[config.mk]
export PLATFORM = sky130hd
export DESIGN_NAME = rowStrobeGen
export DESIGN_NICKNAME = d
export VERILOG_FILES = /design/src/rtl/rowSeqPkg.sv /design/src/rtl/rowTimer.sv /design/src/rtl/strobeMux.sv /design/src/rtl/rowStrobeGen.sv
export SDC_FILE = /design/constraint.sdc
export NUM_CORES = 1
export LEC_CHECK = 0
export BUFFER_PORTS_ARGS = -buffer_cell sky130_fd_sc_hd__clkbuf_2
export CAP_MARGIN = 15
export CORE_MARGIN = 10
export CORE_UTILIZATION = 52
export CTS_BUF_LIST = sky130_fd_sc_hd__clkbuf_8
export CTS_CLUSTER_DIAMETER = 30
export DETAILED_ROUTE_END_ITERATION = 10
export GPL_TIMING_DRIVEN = 0
export PLACE_DENSITY_LB_ADDON = 0.2
export SLEW_MARGIN = 30
export SYNTH_ARGS = -nofsm -noshare
export SYNTH_HDL_FRONTEND = slang
export SYNTH_SLANG_ARGS = --single-unit
[constraint.sdc]
create_clock -name clk -period 11.81 [get_ports clk]
set_clock_uncertainty 0.2 [all_clocks]
set_input_delay 2.362 -clock clk [delete_from_list [all_inputs] [get_ports clk]]
set_output_delay 2.362 -clock clk [all_outputs]
set_load 0.05 [all_outputs]
[src/rtl/rowSeqPkg.sv]
package rowSeqPkg;
  typedef enum logic [1:0] {S_IDLE, S_HOLD, S_WAIT, S_RUN} seqState_e;

  // strobes passed from the timer to the pattern datapath
  typedef struct packed {
    logic run;
    logic rowOdd;
    logic frameFirst;
    logic frameLast;
  } seqFlags_t;
endpackage

[src/rtl/rowTimer.sv]
module rowTimer
  import rowSeqPkg::*;
#(
  parameter int DIV      = 10,
  parameter int STEPS    = 16,
  parameter int LAT_ROWS = 5,
  parameter int ROW_W    = 10
) (
  input  logic                     clk,
  input  logic                     rstN,
  input  logic                     startReq,
  input  logic                     halfMode,
  input  logic                     lineMark,
  input  logic [ROW_W-1:0]         cfgLastRow,
  output seqFlags_t                flags,
  output logic [$clog2(STEPS)-1:0] stepIdx,
  output logic [ROW_W:0]           rowIdx
);
  localparam int DIV_W  = (DIV > 1) ? $clog2(DIV) : 1;
  localparam int STEP_W = $clog2(STEPS);
  localparam int LAT_W  = (LAT_ROWS > 1) ? $clog2(LAT_ROWS) : 1;

  seqState_e        state;
  logic [DIV_W-1:0] divCnt;
  logic [STEP_W-1:0] stepCnt;
  logic [LAT_W-1:0] latCnt;
  logic [ROW_W:0]   rowCnt;
  logic [ROW_W:0]   baseLast, frameLastRow;
  logic             divTick, stepEnd, counting;

  assign baseLast     = halfMode ? {2'b00, cfgLastRow[ROW_W-1:1]} : {1'b0, cfgLastRow};
  assign frameLastRow = baseLast + (lineMark ? (ROW_W+1)'(2) : (ROW_W+1)'(0));
  assign divTick      = (divCnt == DIV_W'(DIV - 1));
  assign stepEnd      = (stepCnt == STEP_W'(STEPS - 1));
  assign counting     = (state == S_WAIT) || (state == S_RUN);

  always_ff @(posedge clk) begin
    if (!rstN || startReq) begin
      state   <= rstN ? S_HOLD : S_IDLE;
      divCnt  <= '0;
      stepCnt <= '0;
      latCnt  <= '0;
      rowCnt  <= '0;
    end else if (state == S_HOLD) begin
      state <= S_WAIT;
    end else if (counting) begin
      divCnt <= divTick ? '0 : divCnt + 1'b1;
      if (divTick) begin
        stepCnt <= stepEnd ? '0 : stepCnt + 1'b1;
        if (stepEnd) begin
          if (state == S_WAIT) begin
            if (latCnt == LAT_W'(LAT_ROWS - 1)) begin
              state  <= S_RUN;
              rowCnt <= '0;
            end else begin
              latCnt <= latCnt + 1'b1;
            end
          end else begin
            rowCnt <= (rowCnt >= frameLastRow) ? '0 : rowCnt + 1'b1;
          end
        end
      end
    end
  end

  assign flags.run        = (state == S_RUN);
  assign flags.rowOdd     = rowCnt[0];
  assign flags.frameFirst = flags.run && rowCnt == '0 && stepCnt == '0 && divCnt == '0;
  assign flags.frameLast  = flags.run && rowCnt == frameLastRow && stepEnd && divTick;
  assign stepIdx          = stepCnt;
  assign rowIdx           = flags.run ? rowCnt : '0;

  p_start_hold_r2: assert property (@(posedge clk) disable iff (!rstN)
    startReq |=> (state == S_HOLD && rowCnt == '0 && stepCnt == '0));

  p_run_entry_r3: assert property (@(posedge clk) disable iff (!rstN)
    $rose(state == S_RUN) |-> (stepCnt == '0 && divCnt == '0 && rowCnt == '0));

  p_step_hold_r4: assert property (@(posedge clk) disable iff (!rstN)
    (state == S_RUN && !divTick && !startReq) |=> $stable(stepCnt));

  p_frame_wrap_r6: assert property (@(posedge clk) disable iff (!rstN)
    (flags.frameLast && !startReq) |=> (rowCnt == '0 && state == S_RUN));

  p_row_adv_r6: assert property (@(posedge clk) disable iff (!rstN)
    (state == S_RUN && divTick && stepEnd && rowCnt < frameLastRow && !startReq)
      |=> rowCnt == $past(rowCnt) + 1'b1);
endmodule

[src/rtl/strobeMux.sv]
module strobeMux
  import rowSeqPkg::*;
#(
  parameter int STEPS   = 16,
  parameter int ROW_W   = 10,
  parameter int PWR_DLY = 16
) (
  input  logic                     clk,
  input  logic                     rstN,
  input  seqFlags_t                flags,
  input  logic [$clog2(STEPS)-1:0] stepIdx,
  input  logic [ROW_W:0]           rowIdx,
  input  logic [ROW_W-1:0]         cfgMarkA,
  input  logic [ROW_W-1:0]         cfgMarkD,
  input  logic [5:0][STEPS-1:0]    rowPats,
  input  logic [2*STEPS-1:0]       patPower,
  output logic [5:0]               rowStb,
  output logic                     stbPower,
  output logic                     stbPowerDly,
  output logic                     mkAna,
  output logic                     mkDig
);
  localparam int PIDX_W = $clog2(2 * STEPS);

  logic [PIDX_W-1:0]  pwrIdx;
  logic [PWR_DLY-1:0] dlyLine;

  for (genvar g = 0; g < 6; g++) begin : g_rowStb
    assign rowStb[g] = flags.run & rowPats[g][stepIdx];
  end

  assign pwrIdx   = flags.rowOdd ? PIDX_W'(STEPS) + PIDX_W'(stepIdx) : PIDX_W'(stepIdx);
  assign stbPower = flags.run & patPower[pwrIdx];
  assign mkAna    = flags.run && rowIdx == {1'b0, cfgMarkA};
  assign mkDig    = flags.run && rowIdx == {1'b0, cfgMarkD};

  always_ff @(posedge clk) begin
    if (!rstN) dlyLine <= '0;
    else       dlyLine <= {dlyLine[PWR_DLY-2:0], stbPower};
  end
  assign stbPowerDly = dlyLine[PWR_DLY-1];

  p_dly_follow_r10: assert property (@(posedge clk) disable iff (!rstN)
    $rose(stbPower) |=> dlyLine[0]);
endmodule

[src/rtl/rowStrobeGen.sv]
module rowStrobeGen
  import rowSeqPkg::*;
#(
  parameter int DIV      = 10,
  parameter int STEPS    = 16,
  parameter int LAT_ROWS = 5,
  parameter int ROW_W    = 10,
  parameter int PWR_DLY  = 16
) (
  input  logic               clk,
  input  logic               rstN,
  input  logic               startReq,
  input  logic               halfMode,
  input  logic               lineMark,
  input  logic [ROW_W-1:0]   cfgLastRow,
  input  logic [ROW_W-1:0]   cfgMarkA,
  input  logic [ROW_W-1:0]   cfgMarkD,
  input  logic [STEPS-1:0]   patRowSel,
  input  logic [STEPS-1:0]   patReset,
  input  logic [STEPS-1:0]   patClamp,
  input  logic [STEPS-1:0]   patCalib,
  input  logic [STEPS-1:0]   patRead,
  input  logic [STEPS-1:0]   patLatch,
  input  logic [2*STEPS-1:0] patPower,
  output logic               stbRowSel,
  output logic               stbReset,
  output logic               stbClamp,
  output logic               stbCalib,
  output logic               stbRead,
  output logic               stbLatch,
  output logic               stbPower,
  output logic               stbPowerDly,
  output logic               anaClk,
  output logic               mkAna,
  output logic               mkDig,
  output logic [ROW_W:0]     rowIdx,
  output logic               frameFirst,
  output logic               frameLast
);
  seqFlags_t                flags;
  logic [$clog2(STEPS)-1:0] stepIdx;
  logic [5:0]               rowStb;

  rowTimer #(.DIV(DIV), .STEPS(STEPS), .LAT_ROWS(LAT_ROWS), .ROW_W(ROW_W)) u_timer (
    .clk(clk), .rstN(rstN), .startReq(startReq), .halfMode(halfMode),
    .lineMark(lineMark), .cfgLastRow(cfgLastRow),
    .flags(flags), .stepIdx(stepIdx), .rowIdx(rowIdx)
  );

  strobeMux #(.STEPS(STEPS), .ROW_W(ROW_W), .PWR_DLY(PWR_DLY)) u_mux (
    .clk(clk), .rstN(rstN), .flags(flags), .stepIdx(stepIdx), .rowIdx(rowIdx),
    .cfgMarkA(cfgMarkA), .cfgMarkD(cfgMarkD),
    .rowPats({patLatch, patRead, patCalib, patClamp, patReset, patRowSel}),
    .patPower(patPower), .rowStb(rowStb), .stbPower(stbPower),
    .stbPowerDly(stbPowerDly), .mkAna(mkAna), .mkDig(mkDig)
  );

  assign stbRowSel  = rowStb[0];
  assign stbReset   = rowStb[1];
  assign stbClamp   = rowStb[2];
  assign stbCalib   = rowStb[3];
  assign stbRead    = rowStb[4];
  assign stbLatch   = rowStb[5];
  assign anaClk     = stbRead | stbCalib;
  assign frameFirst = flags.frameFirst;
  assign frameLast  = flags.frameLast;
endmodule

==> impl_metrics.ini, run 1 <==
[sta]
setup_viol_count_final = 0
fmax_ghz = 0.120
tightest_slew_ns = 0.780
tns_ns = 0
post-route-period-util = 0.709
drv_slew = 0
slew_headroom = 0.475
rsz0062_at_grt = false
hold_viol_final = 0
min_period_ns = 8.37

[clocking]
path_clk_slew_ns = 0.08
postCtsHoldBufs = 0
cts_htree_levels = 2
cts_setup_buffers = 0
cts_root_buf = clkbuf_8
clock_latency_ns = 0.30
cts_buffers = 5
clock_path_buffers = 2
cts.repair.resized = 0
cts_tree = done
clock-sinks = 40

[cells_and_area]
num-nets-final = 771
n_antenna_cell = 0
area_growth_pct = 30.8
final_core_util = 0.692
drive_gt1_frac = 0.398

[pwr]
ir_worst_vdd_v = 0.0000740
pwr-share-comb = 0.232
switching_power_w = 0.0000896
switching_share = 0.270
p_per_area_nw_per_um2 = 67.1
clkPwrFrac = 0.351
p_seq_frac = 0.417
leakagePower_nw = 2.27
p_int_w = 0.000242

[floorplanning]
num_rows = 31
initial_core_util = 0.529
dieHeight_um = 105
ioPinCount = 187
die_area_um2 = 11100
core_um2 = 7140
die_w_um = 105

[global_route]
antenna_found_initial = 0
grt_usage = 0.228
grt_pass1_vias = 4142
grt_start_max_net_pins = 15
grt_overflow = 0
grt_pass1_wl_mm = 20.8

[detailed_routing]
drtAntennaViolNets = 0
route.vias.total = 3878
wirelength_mm = 12.7
wire_per_inst_um = 18.6
drc = 0
drtPass1Iterations = 5
via_per_inst = 5.66
dr.first_iter.drc_count = 162

[critical_path]
path_cells = clkbuf_2 > clkbuf_1 > mux2_2 > ha_1 > ha_1 > and3_1 > and3_1 > a311oi_1 > a31oi_1 > ha_1 > nand4_1 > nor3_1 > and3_1 > clkbuf_2
crit_slowest_cell = mux2_2
crit_path_start_kind = input pin
reg2reg_from = u_timer.rowCnt[0]
critPathMaxStageDelay_ns = 0.40
critPathMaxFanout = 10
worst-endpoint-arrival_ns = 5.81
cp-startpoint = halfMode
cp.required_ns = 9.25
crit_family = simple AND/OR/NAND/NOR gates
path_class = input pin to primary output
crit_buf_inv = 3
worst_setup_path_end_kind = primary output

[synth]
syn_inst = 393
syn-num-nets = 579
ys_seq_elements = 40
seq_area_frac_synth = 0.217
synth_cell_types = 49
synth_commonest_cells = 40 x nand2_1, 38 x dfxtp_1, 30 x and2_1
synth_ff_type = dfxtp_1
yosysTopAreaCellShare = 0.201
syn_area_um2 = 3780
avgSynthCellArea_um2 = 9.61
ys_top_cells_by_area = dfxtp_1 20%, mux4_2 16%, mux4_1 9.7%
synth_edf_count = 2
synth_top_area_cell = dfxtp_1
yosysWarnings = 0
ys_async_sr_fraction = 0
yosysMostFrequentCell = nand2_1

[run_status]
outcome = completed

[worst_hold_path]
hold_path_startpoint = u_mux.dlyLine[6]
hp-class = flip-flop to flip-flop

[flow_run]
max_cap_viol_count = 0

[place]
place_congestion = 0.867
place.port_buffers = 185
dp_hpwl_mm = 11.0
per-stage QoR:
| stage | total power, W | instances | cell area [um2] | hold WS, ns | worst slack, ns |
|---|---|---|---|---|---|
| after floorplan | 0.000181 | 393 | 3780 | 0.212 | 4.00 |
| after global placement | 0.000215 | 677 | 4830 | 0.216 | 3.54 |
| after detailed placement | 0.000218 | 677 | 4830 | 0.223 | 3.47 |
| after CTS | 0.000333 | 685 | 4940 | 0.244 | 3.46 |
| after global routing | 0.000348 | 685 | 4940 | 0.259 | 3.22 |
| final | 0.000331 | 685 | 4940 | 0.238 | 3.44 |
state kept, by name, indices dropped and copies added, names as in the netlist:
register	flops
u_timer.rowCnt	11
u_timer.state	2
u_timer.divCnt	4
u_timer.stepIdx	4
u_timer.latCnt	3
u_mux.dlyLine	16
logic make-up (layout without fill, tap and decap cells):
kind of cell | after synthesis | after routing | share of synthesized area
muxes | 46 | 46 | 0.270
adders and majority gates | 23 | 23 | 0.0762
AOI/OAI and AO/OA | 43 | 43 | 0.0736
and+or+nand+nor | 159 | 159 | 0.230
DFF | 40 | 40 | 0.217
xor gates and xnor gates | 32 | 32 | 0.0742
buffers and inverters | 50 | 243 | 0.0590
cell usage in the layout (no fill, tap or decap), drive strengths merged, types with 17 or more instances in the layout:
cell,netlist,final
clkbuf,20,210
ha,23,23
and2,31,31
dfxtp,38,38
inv,24,25
a21oi,17,17
nand2,40,40
xor2,19,19
mux4,40,40
nor2,23,23
final cells by class:
type                       instances  area [um2]
multi-input combinational        303        2730
fill                             633        2200
timing repair buffer             185         926
sequential                        40         821
buffer                            26         133
tap                               99         124
inverter                          24        90.1
clock buffer                       5        68.8
clock inverter                     3        46.3
worst reg2reg max path, cell delays in order, from the launching register on:
cell	delay [ns]
dfxtp_1	0.34
clkbuf_1	0.45
inv_1	0.25
ha_1	0.36
nand3_1	0.07
nor3_1	0.06
nor3_1	0.47
a21oi_1	0.31
nor3_1	0.25
path summary, 6_finish.rpt:
path	endpoint	slack [ns]	depth (start not counted)
worst max-delay path	frameLast	3.44	14
worst min-delay path	u_mux.dlyLine[7]	0.24	1
worst min register to register	u_mux.dlyLine[7]	0.24	1
worst max register to register	u_timer.rowCnt[0]	8.97	8
routing by layer:
layer / vias up / global-route usage / routed length (um)
met5: - / 0 / 0
met4: 0 / 0.0696 / 333
met3: 32 / 0.0670 / 880
met2: 168 / 0.409 / 6650
met1: 1840 / 0.254 / 4870
li1: 1838 / - / -
power groups by stage:
stage,Clock [W],Sequential [W],Combinational (W)
5_1_grt,0.000125,0.000138,0.0000852
6_report,0.000116,0.000138,0.0000770
2_1_floorplan,0,0.000141,0.0000397
3_3_place_gp,0,0.000141,0.0000737
3_5_place_dp,0,0.000141,0.0000770
4_1_cts,0.000118,0.000138,0.0000773
Note: power is estimated with default switching activity, not from simulation.
==> run 2: changes to the inputs <==
Settings changed: CORE_UTILIZATION 52 to 44.
Clock period 11.81 ns to 7.5 ns, I/O delays scaled along.
==> impl_metrics.ini, run 2 (synthesis gave the netlist of run 1 again) <==
[floorplanning]
core_um2 = 8300
dieHeight_um = 113
die_w_um = 113
initial_core_util = 0.455
num_rows = 33
die_area_um2 = 12700
ioPinCount = 187

[clocking]
path_clk_slew_ns = 0.08
cts_setup_buffers = 0
postCtsHoldBufs = 0
cts_root_buf = clkbuf_8
cts_tree = done
cts_htree_levels = 2
clock_path_buffers = 2
clock-sinks = 40
clock_latency_ns = 0.29
cts.repair.resized = 0
cts_buffers = 5

[pwr]
leakagePower_nw = 2.27
p_total_w = 0.000489
p_per_area_nw_per_um2 = 99.1
ir_worst_vdd_v = 0.0000796

[detailed_routing]
dr.first_iter.drc_count = 235
route.vias.total = 3789
drtPass1Iterations = 4
via_per_inst = 5.48
wire_per_inst_um = 18.0
drc = 0
wirelength_mm = 12.4
drtAntennaViolNets = 0

[critical_path]
path_class = input pin to primary output
cp.depth = 14
rr_endpoint = u_timer.rowCnt[2]
cp.required_ns = 5.80
worst-endpoint-arrival_ns = 4.96
setup.worst_path.end = frameLast
crit_path_start_kind = input pin
critPathMaxFanout = 10
rrSetupSlack_ns = 4.71
path_cells = clkbuf_2 > clkbuf_1 > mux2_2 > ha_1 > ha_1 > and3_1 > and3_1 > a311oi_1 > a31oi_1 > ha_1 > nand4_1 > nor3_1 > and3_1 > clkbuf_2
crit_buf_inv = 3
critPathMaxStageDelay_ns = 0.39
r2r_cells = 8
crit_slowest_cell = mux2_2
reg2reg_from = u_timer.rowCnt[0]
worst_setup_path_end_kind = primary output
crit_family = simple AND/OR/NAND/NOR gates
cp-startpoint = halfMode

[global_route]
grt_pass1_vias = 4036
grt_overflow = 0
grt_start_max_net_pins = 14
grt_usage = 0.192
grt_pass1_wl_mm = 20.1
antenna_found_initial = 0

[cells_and_area]
top_register = u_mux.dlyLine
reg_top3 = u_mux.dlyLine: 16 flops, u_timer.rowCnt: 11 flops
layout_commonest_cell = clkbuf_2
largest_register_ffs = 16
n_antenna_cell = 0
num-nets-final = 771
drive_gt1_frac = 0.398
area_growth_pct = 30.6
layout_common_cells = 185 x clkbuf_2, 40 x nand2_1, 38 x dfxtp_1
fillers = 754

[place]
place_congestion = 0.869
place.port_buffers = 185
dp_hpwl_mm = 10.7
pre_cts_ws_ns = 0.850

[worst_hold_path]
hp-class = flip-flop to flip-flop
hold_path_startpoint = u_mux.dlyLine[0]

[sta]
slew_headroom = 0.459
post-route-period-util = 0.887
fmax_ghz = 0.150
tightest_slew_ns = 0.805
tns_ns = 0
rsz0062_at_grt = false
hold_viol_final = 0
setup_viol_count_final = 0
drv_slew = 0
min_period_ns = 6.66
worst_slack_ns = 0.845

[run_status]
outcome = completed

[flow_run]
max_cap_viol_count = 0
-- run 2: cell count changes in the layout (fill, tap and decap cells not counted) --
cell / delta
clkbuf_8: +1
clkinvlp_4: -1
clkinv_2: +1
bufinv_16: -1
-- run 2: final cells by class --
class	instances	area [um2]	share of cell area
Clock buffer	6	82.6	0.0168
Clock inverter	2	13.8	0.00279
Buffer	26	133	0.0269
Tap cell	105	131	0.0266
Sequential cell	40	821	0.166
Multi-Input combinational cell	303	2730	0.554
Timing Repair Buffer	185	926	0.188
Inverter	24	90.1	0.0183
-- run 2: power by group --
group	internal [W]	switching (W)
logic	0.0000647	0.0000561
clock network	0.0000751	0.0000753
registers	0.000216	0.00000160
total	0.000356	0.000133
-- run 2: how the worst min path moves through the flow --
stage	cells past startpoint	endpoint
2_1_floorplan	1	u_mux.dlyLine[15]
3_3_place_gp	1	u_mux.dlyLine[11]
3_5_place_dp	1	u_mux.dlyLine[9]
4_1_cts	1	u_mux.dlyLine[9]
5_1_grt	1	u_mux.dlyLine[9]
6_report	1	u_mux.dlyLine[1]
-- run 2: per-stage QoR --
step / std cells / util / cell area [um2] / hold slack [ns]
after floorplan: 393 / - / 3780 / 0.212
after global placement: 683 / 0.582 / 4830 / 0.215
after detailed placement: 683 / 0.582 / 4830 / 0.220
after CTS: 691 / 0.594 / 4930 / 0.239
after global routing: 691 / 0.594 / 4930 / 0.260
final: 691 / 0.594 / 4930 / 0.239
-- run 2: per-layer routing --
layer / up-vias / track usage / routed length, um
met1: 1819 / 0.211 / 4780
met3: 16 / 0.0644 / 910
li1: 1834 / - / -
met4: 0 / 0.0338 / 189
met2: 120 / 0.350 / 6560
met5: - / 0 / 0
==> run 3: changes to the inputs <==
Settings changed: BUFFER_PORTS_ARGS -buffer_cell sky130_fd_sc_hd__clkbuf_2 to default, CORE_UTILIZATION 44 to 60, DONT_BUFFER_PORTS from default to 1.
==> impl_metrics.ini, run 3 (synthesis gave the netlist of run 1 again) <==
[run_status]
outcome = completed

[clocking]
cts_setup_buffers = 0
cts_buffers = 5
postCtsHoldBufs = 0
path_clk_slew_ns = 0.08
clock-sinks = 40
clock_latency_ns = 0.29
cts_root_buf = clkbuf_8
clock_path_buffers = 2
cts_htree_levels = 2
cts.repair.resized = 0
cts_tree = done

[cells_and_area]
num-nets-final = 586
n_antenna_cell = 0
multi_input_area_um2 = 2740
finalInstanceArea_um2 = 3990
layout.area.seq_um2 = 821
drive_gt1_frac = 0.122
layout_common_cells = 40 x nand2_1, 38 x dfxtp_1, 30 x and2_1
finalNonFillerCells = 476
reg_top3 = u_mux.dlyLine: 16 flops, u_timer.rowCnt: 11 flops
top_register = u_mux.dlyLine
final_core_util = 0.662
largest_register_ffs = 16
layout_commonest_cell = nand2_1
fillers = 507
area_growth_pct = 5.67

[pwr]
pwr-share-comb = 0.156
ir_worst_vdd_v = 0.000106
p_per_area_nw_per_um2 = 118
p_seq_frac = 0.460
clkPwrFrac = 0.384
leakagePower_nw = 1.50
p_int_w = 0.000350
switching_share = 0.259
switching_power_w = 0.000122

[global_route]
grt_pass1_vias = 3112
antenna_found_initial = 1
grt_pass1_wl_mm = 16.7
grt_usage = 0.210
grt_overflow = 0
grt_start_max_net_pins = 15

[critical_path]
path_class = input pin to primary output
critPathMaxFanout = 10
rrSetupSlack_ns = 4.66
crit_slowest_cell = and3_1
critPathMaxStageDelay_ns = 0.53
path_cells = clkbuf_1 > mux2_2 > ha_1 > ha_1 > and3_1 > and3_1 > a311oi_1 > a31oi_1 > ha_1 > nand4_1 > nor3_1 > and3_1
cp-startpoint = halfMode
reg2reg_from = u_timer.rowCnt[0]
rr_endpoint = u_timer.rowCnt[6]
worst-endpoint-arrival_ns = 4.77
crit_path_start_kind = input pin
setup.worst_path.end = frameLast
r2r_cells = 8
cp.required_ns = 5.80
worst_setup_path_end_kind = primary output

[detailed_routing]
drtAntennaViolNets = 0
via_per_inst = 6.61
drtPass1Iterations = 5
drc = 0
wire_per_inst_um = 22.9
route.vias.total = 3146
dr.first_iter.drc_count = 140
wirelength_mm = 10.9

[worst_hold_path]
hp-class = flip-flop to flip-flop

[floorplanning]
dieHeight_um = 99.3
core_um2 = 6030
initial_core_util = 0.627
num_rows = 28
die_area_um2 = 9870
die_w_um = 99.3
ioPinCount = 187

[sta]
slew_headroom = 0.404
rsz0062_at_grt = false
setup_viol_count_final = 0
hold_viol_final = 0
fmax_ghz = 0.155
tns_ns = 0
tightest_slew_ns = 0.891
drv_slew = 0
post-route-period-util = 0.863
min_period_ns = 6.47

[place]
placed_cells = 468
place_area_um2 = 3870
dp_hpwl_mm = 9.17
place_congestion = 0.862
place.port_buffers = 0

[flow_run]
max_cap_viol_count = 0
-- run 3: cell count changes in the layout (fill, tap and decap cells not counted), sizes merged --
cell / previous run / this run
bufinv: 0 / 1
inv: 25 / 24
clkbuf: 211 / 25
clkinv: 1 / 2
-- run 3: power groups by stage --
stage,Sequential (W),Combinational (W),Clock [W]
4_1_cts,0.000217,0.0000737,0.000185
6_report,0.000217,0.0000736,0.000182
2_1_floorplan,0.000222,0.0000624,0
5_1_grt,0.000218,0.0000810,0.000193
3_3_place_gp,0.000222,0.0000723,0
3_5_place_dp,0.000222,0.0000732,0
-- run 3: cell type report --
| class | instances | share of cell area |
|---|---|---|
| plain buffers | 26 | 0.0332 |
| clock buffers | 5 | 0.0172 |
| clock inverters | 3 | 0.0119 |
| inverters | 24 | 0.0226 |
| multi-input cells | 303 | 0.686 |
| flip-flops and latches | 40 | 0.206 |
| well taps | 75 | 0.0235 |
-- run 3: worst max-delay path: cells and delay by family --
family | cells | cell delay [ns]
and+or+nand+nor | 5 | 1.38
adders and majority gates | 3 | 0.79
muxes | 1 | 0.39
AOI/OAI and AO/OA | 2 | 0.37
buffers and inverters | 1 | 0.34
-- run 3: how the worst min path moves through the flow --
stage,start,end,cells past startpoint
global placement,u_mux.dlyLine[10],u_mux.dlyLine[11],1
CTS,u_mux.dlyLine[3],u_mux.dlyLine[4],1
finish,u_mux.dlyLine[12],u_mux.dlyLine[13],1
floorplan,u_mux.dlyLine[14],u_mux.dlyLine[15],1
detailed placement,u_mux.dlyLine[7],u_mux.dlyLine[8],1
global route,u_mux.dlyLine[12],u_mux.dlyLine[13],1
-- run 3: routing by layer --
layer	vias to the layer above	routed length (um)	GRT usage	part of all wire
li1	1475	-	-	-
met3	23	1270	0.0983	0.12
met4	2	204	0.0551	0.019
met2	150	5380	0.347	0.49
met1	1496	4060	0.238	0.37
met5	-	8	0	0.00073
-- run 3: per-stage QoR --
step / setup WS (ns) / total power [W] / hold WS [ns]
CTS: 1.02 / 0.000477 / 0.242
floorplan: 1.41 / 0.000284 / 0.212
detailed placement: 1.03 / 0.000296 / 0.218
global route: 0.800 / 0.000492 / 0.250
finish: 1.03 / 0.000473 / 0.237
global placement: 1.09 / 0.000295 / 0.214
